**src/rtl/sc_frame_tx.sv**
```systemverilog
module sc_frame_tx #(
  parameter int SUB_PER_BIT = 16,
  parameter int RETRY_W     = 3
) (
  input  logic               clk,
  input  logic               rst_n,
  input  logic               tick,
  input  logic               tx_valid,
  input  logic [7:0]         tx_data,
  output logic               tx_ready,
  input  logic               cfg_odd,
  input  logic               cfg_msb_first,
  input  logic               cfg_invert,
  input  logic [RETRY_W-1:0] cfg_max_retry,
  input  logic               line_in,
  output logic               line_pull,
  output logic               tx_end,
  output logic               err_seen,
  output logic               hard_err
);
  localparam int SUB_W    = (SUB_PER_BIT > 2) ? $clog2(SUB_PER_BIT) : 1;
  localparam int MID      = SUB_PER_BIT / 2;
  localparam int PAR_BIT  = 9;
  localparam int WIN_BIT  = 10;
  localparam int LAST_BIT = 11;

  logic               busy;
  logic [3:0]         bit_idx;
  logic [SUB_W-1:0]   sub;
  logic [7:0]         byte_q;
  logic               odd_q, msb_q, inv_q;
  logic [RETRY_W-1:0] max_q, retry_q;
  logic               err_frame;
  logic               level;
  logic               drive;

  wire       accept   = tx_valid && !busy;
  wire       sub_last = (sub == SUB_W'(SUB_PER_BIT - 1));
  wire       win_smp  = busy && tick && (bit_idx == 4'(WIN_BIT)) && (sub == SUB_W'(MID));
  wire [2:0] k        = 3'(bit_idx - 4'd1);
  wire       data_bit = msb_q ? byte_q[3'd7 - k] : byte_q[k];
  wire       par_bit  = (^byte_q) ^ odd_q;

  always_comb begin
    drive = 1'b1;
    level = 1'b1;
    if (bit_idx == 4'd0)                  level = 1'b0;
    else if (bit_idx < 4'(PAR_BIT))       level = data_bit ^ inv_q;
    else if (bit_idx == 4'(PAR_BIT))      level = par_bit ^ inv_q;
    else                                  drive = 1'b0;
  end

  assign tx_ready  = !busy;
  assign line_pull = busy && drive && !level;

  always_ff @(posedge clk) begin
    if (!rst_n) begin
      busy      <= 1'b0;
      bit_idx   <= '0;
      sub       <= '0;
      byte_q    <= '0;
      odd_q     <= 1'b0;
      msb_q     <= 1'b0;
      inv_q     <= 1'b0;
      max_q     <= '0;
      retry_q   <= '0;
      err_frame <= 1'b0;
      tx_end    <= 1'b0;
      err_seen  <= 1'b0;
      hard_err  <= 1'b0;
    end else if (accept) begin
      busy      <= 1'b1;
      bit_idx   <= '0;
      sub       <= '0;
      byte_q    <= tx_data;
      odd_q     <= cfg_odd;
      msb_q     <= cfg_msb_first;
      inv_q     <= cfg_invert;
      max_q     <= cfg_max_retry;
      retry_q   <= '0;
      err_frame <= 1'b0;
      tx_end    <= 1'b0;
      err_seen  <= 1'b0;
      hard_err  <= 1'b0;
    end else if (busy && tick) begin
      if (win_smp && !line_in) begin
        err_frame <= 1'b1;
        err_seen  <= 1'b1;
      end
      if (!sub_last) begin
        sub <= sub + 1'b1;
      end else begin
        sub <= '0;
        if (bit_idx != 4'(LAST_BIT)) begin
          bit_idx <= bit_idx + 4'd1;
        end else if (!err_frame) begin
          tx_end <= 1'b1;
          busy   <= 1'b0;
        end else if (retry_q == max_q) begin
          hard_err <= 1'b1;
          busy     <= 1'b0;
        end else begin
          retry_q   <= retry_q + 1'b1;
          bit_idx   <= '0;
          err_frame <= 1'b0;
        end
      end
    end
  end

  assert_idle_released_R1: assert property (@(posedge clk) disable iff (!rst_n)
    tx_ready |-> !line_pull);
  assert_start_low_R2: assert property (@(posedge clk) disable iff (!rst_n)
    (busy && bit_idx == 4'd0) |-> line_pull);
  assert_guard_released_R6: assert property (@(posedge clk) disable iff (!rst_n)
    (bit_idx >= 4'(WIN_BIT)) |-> !line_pull);
  assert_end_after_guard_R8: assert property (@(posedge clk) disable iff (!rst_n)
    $rose(tx_end) |-> ($past(bit_idx) == 4'(LAST_BIT)));
  assert_retry_bound_R9: assert property (@(posedge clk) disable iff (!rst_n)
    retry_q <= max_q);
  assert_end_hard_excl_R9: assert property (@(posedge clk) disable iff (!rst_n)
    !(tx_end && hard_err));
  assert_byte_held_R10: assert property (@(posedge clk) disable iff (!rst_n)
    (busy && $past(busy)) |-> $stable(byte_q));
endmodule

```
**config.mk**
```make
export PLATFORM = sky130hd
export DESIGN_NAME = sc_frame_tx
export DESIGN_NICKNAME = d
export VERILOG_FILES = /design/src/rtl/sc_frame_tx.sv
export SDC_FILE = /design/constraint.sdc
export NUM_CORES = 1
export LEC_CHECK = 0
export BUFFER_PORTS_ARGS = -buffer_cell sky130_fd_sc_hd__buf_2
export CAP_MARGIN = 0
export CORE_UTILIZATION = 60
export CTS_CLUSTER_DIAMETER = 200
export DETAILED_ROUTE_END_ITERATION = 12
export GPL_TIMING_DRIVEN = 0
export PLACE_DENSITY = 0.83
export SLEW_MARGIN = 20
export SYNTH_ARGS = -nofsm -noshare
export SYNTH_HDL_FRONTEND = slang
export SYNTH_SLANG_ARGS = --single-unit
```
**constraint.sdc**
```tcl
create_clock -name clk -period 4.2 [get_ports clk]
set_clock_uncertainty 0.1 [all_clocks]
set_input_delay 0.21 -clock clk [delete_from_list [all_inputs] [get_ports clk]]
set_output_delay 0.21 -clock clk [all_outputs]
set_load 0.03 [all_outputs]
```
==> impl_metrics.tcl <==
set metrics [dict create \
    path_common_cell "mux2i_1" \
    synthCells 179 \
    synth.distinct_cells 32 \
    worstHoldPathCells 3 \
    wire_per_inst_um 13.33 \
    pin_count 24 \
    drive_above_1_share_pct 18.10 \
    viasPerCell 5.467 \
    dp_slack_ns 1.880 \
    worstPathCellList "buf_6 -> inv_1 -> ha_1 -> mux4_1 -> mux2i_1 -> mux2i_1 -> xor2_1 -> o22ai_2 -> buf_2" \
    critPathTopFamily "multiplexers" \
    min_to "byte_q[4]$_SDFFE_PN0P_" \
    worstPathRequired_ns 3.89 \
    end_kind "output port" \
    clkSinkCount 30 \
    wl_met3_um 128 \
    wl_um 3199 \
    diodes 0 \
    drc_errors 0 \
    hold_ws_ns 0.01421 \
    antenna_found_initial 0 \
    rrSetupSlack_ns 2.37 \
    layout_setup_ws_ns 1.509 \
    fill_cells 188 \
    hold_viol 0 \
    tns_ns 0 \
    drtIter0Drc 20 \
    clk_path_buf_depth 2 \
    dp_hpwl_um 2396 \
    std_cell_rows 18 \
    cp_max_fo 7 \
    rsz0062_at_grt "no" \
    die-area_sq_mm 0.002880 \
    critPathKind "reg -> out" \
    top_layer_used "met4" \
    worst_slew_pin_slew_ns 0.4709 \
    min_from "tx_data[4]" \
    seq_area_sq_um 600.6 \
    cts_buffers 5 \
    wl_met2_um 1572 \
    maxCapViolations 0 \
    final_cell_mix "nand2_1, dfxtp_1, buf_2" \
    pwr_density_cell_mw_per_mm2 308.7 \
    yosysSeqAreaShare_pct 37.50 \
    final_area_sq_mm 0.001818 \
    placed_area_sq_mm 0.001754 \
    critical_path_buf_inv_count 3 \
    portBuffers 23 \
    syn_nets 205 \
    r2r_end "bit_idx[1]$_SDFFE_PP0P_" \
    dieHeight_um 53.67 \
    status "completed" \
    critPathLaunchType "flip-flop" \
    dr.pass1.iters 4 \
    setup_viol 0 \
    hold_path_class "in -> reg" \
    synthToLayoutAreaGrowth_pct 13.52 \
    clkTransAtPathRegs_ns 0.11 \
    p_leak_nw 0.7918 \
    maxSlewHeadroom_pct 68.32 \
    fin_total_pwr_uw 561.2 \
    layout_commonest_cell "nand2_1" \
    synthTopCellsByArea "dfxtp_1, nand2_1, a21boi_0" \
    synth_area_leader_cell "dfxtp_1" \
    grt_pass1_vias 1229 \
    coreArea_sq_mm 0.002500 \
    slew_violations 0 \
    cts_max_level 2 \
    cts-root-buf "clkbuf_4" \
    fin_crit_sh_pct 64.06 \
    ctsHoldBuffers 0 \
    synth_top_area_share_pct 37.50 \
    antenna_left 0 \
    post_cts_resized 0 \
    critPathSlowestCell "dfxtp_1" \
    ir_drop_v 0.0002672 \
    multi_input_area_sq_um 937.1 \
    gp_congestion 0.7586 \
    die_w_um 53.67 \
    min_period_ns 2.691 \
    num_vias 1312 \
    initial_core_util_pct 64.06 \
    cts_tree "yes" \
    critPathMaxStageDelay_ns 0.40 \
    reg2reg_depth 6 \
    synth_area_sq_mm 0.001602 \
    route.layer.met1.wl_um 1451 \
    grt_usage_pct 26.80 \
    r2r-start "sub[1]$_SDFFE_PP0N_" \
    yosysWarnings 0 \
    clock_latency_ns 0.34 \
    grt_pass1_wl_um 5313 \
    cp.arrival_ns 2.38 \
    syn_area_per_cell_sq_um 8.947 \
    grt_overflow 0 \
    post_cts_buffers 0 \
    ys_ff_latch 30 \
    max_freq_ghz 0.3717 \
    grt_max_degree 11 \
    fin_nets 235 \
]
[cells by family after synthesis]
| logic type | Yosys count | share of synthesized area [%] |
|---|---|---|
| and+or+nand+nor | 75 | 20.23 |
| DFF | 30 | 37.50 |
| AOI/OAI and AO/OA | 25 | 11.80 |
| xor gates and xnor gates | 18 | 10.70 |
| buffers and inverters | 14 | 3.984 |
| muxes | 10 | 10.31 |
| adders and majority gates | 7 | 5.469 |
[per-layer routing]
layer / GRT usage, % / vias to the layer above
met5: 0 / -
met3: 7.627 / 6
met2: 44.86 / 24
li1: - / 668
met1: 32.10 / 614
met4: 10.53 / 0
[worst register-to-register path, stage by stage (launching register included)]
cell and delay [ns]:
dfxtp_1 0.39, ha_1 0.16, nand3_1 0.14, nor2_1 0.39
o21ai_0 0.27, mux2i_1 0.20, nor2_1 0.06
[synth_stat cells, drive strengths merged]
| cell | n |
|---|---|
| o31a | 1 |
| xnor2 | 9 |
| xnor3 | 1 |
| clkbuf | 5 |
| nand3 | 6 |
| a31oi | 2 |
| xor2 | 8 |
| ha | 7 |
| nor4 | 1 |
| and3 | 1 |
| and2 | 1 |
| dfxtp | 30 |
| a311oi | 1 |
| o21ba | 1 |
| o22ai | 1 |
| inv | 6 |
| mux4 | 4 |
| mux2i | 6 |
| nand2 | 40 |
| nor2 | 15 |
| nand3b | 1 |
| nor2b | 1 |
| a21boi | 14 |
| nor3 | 7 |
| o221a | 1 |
| a21oi | 2 |
| and3b | 1 |
| nand4bb | 1 |
| buf | 3 |
| o21ai | 2 |
[sequential cells by signal, indices dropped and copies added, names as in the netlist]
| register | flops |
|---|---|
| bit_idx | 4 |
| busy | 1 |
| byte_q | 8 |
| err_frame | 1 |
| err_seen | 1 |
| hard_err | 1 |
| inv_q | 1 |
| max_q | 3 |
| msb_q | 1 |
| odd_q | 1 |
| retry_q | 3 |
| sub | 4 |
| tx_end | 1 |
[worst max path at each step]
stage	slack [ns]	cells past startpoint	end	start
3_3_place_gp	1.97	9	line_pull	bit_idx[0]$_SDFFE_PP0P_
6_report	1.51	9	line_pull	bit_idx[0]$_SDFFE_PP0P_
3_5_place_dp	1.88	9	line_pull	bit_idx[0]$_SDFFE_PP0P_
4_1_cts	1.49	9	line_pull	bit_idx[0]$_SDFFE_PP0P_
2_1_floorplan	2.08	8	line_pull	bit_idx[0]$_SDFFE_PP0P_
5_1_grt	1.34	9	line_pull	bit_idx[0]$_SDFFE_PP0P_
[through the flow]
| stage | util [%] | cells |
|---|---|---|
| 6_report | 72.72 | 240 |
| 5_1_grt | 72.72 | 240 |
| 4_1_cts | 72.72 | 240 |
| 3_5_place_dp | 70.17 | 232 |
| 3_3_place_gp | 70.17 | 232 |
| 2_1_floorplan | - | 179 |
[final cells by class]
type                       count  area share, %
buffer                         8          2.271
clock buffer                   6          2.822
clock inverter                 2         0.6882
sequential                    30          33.04
tap                           30          2.065
timing repair buffer          23          6.332
inverter                       6          1.239
multi-input combinational    135          51.55
[report_power, final]
part	leakage [nW]	switching (mW)	internal, mW
Combinational	0.513	0.0365	0.0351
Sequential	0.244	0.00789	0.293
Clock	0.0343	0.108	0.0803
Total	0.792	0.153	0.409
(Power assumes the default switching activity.)
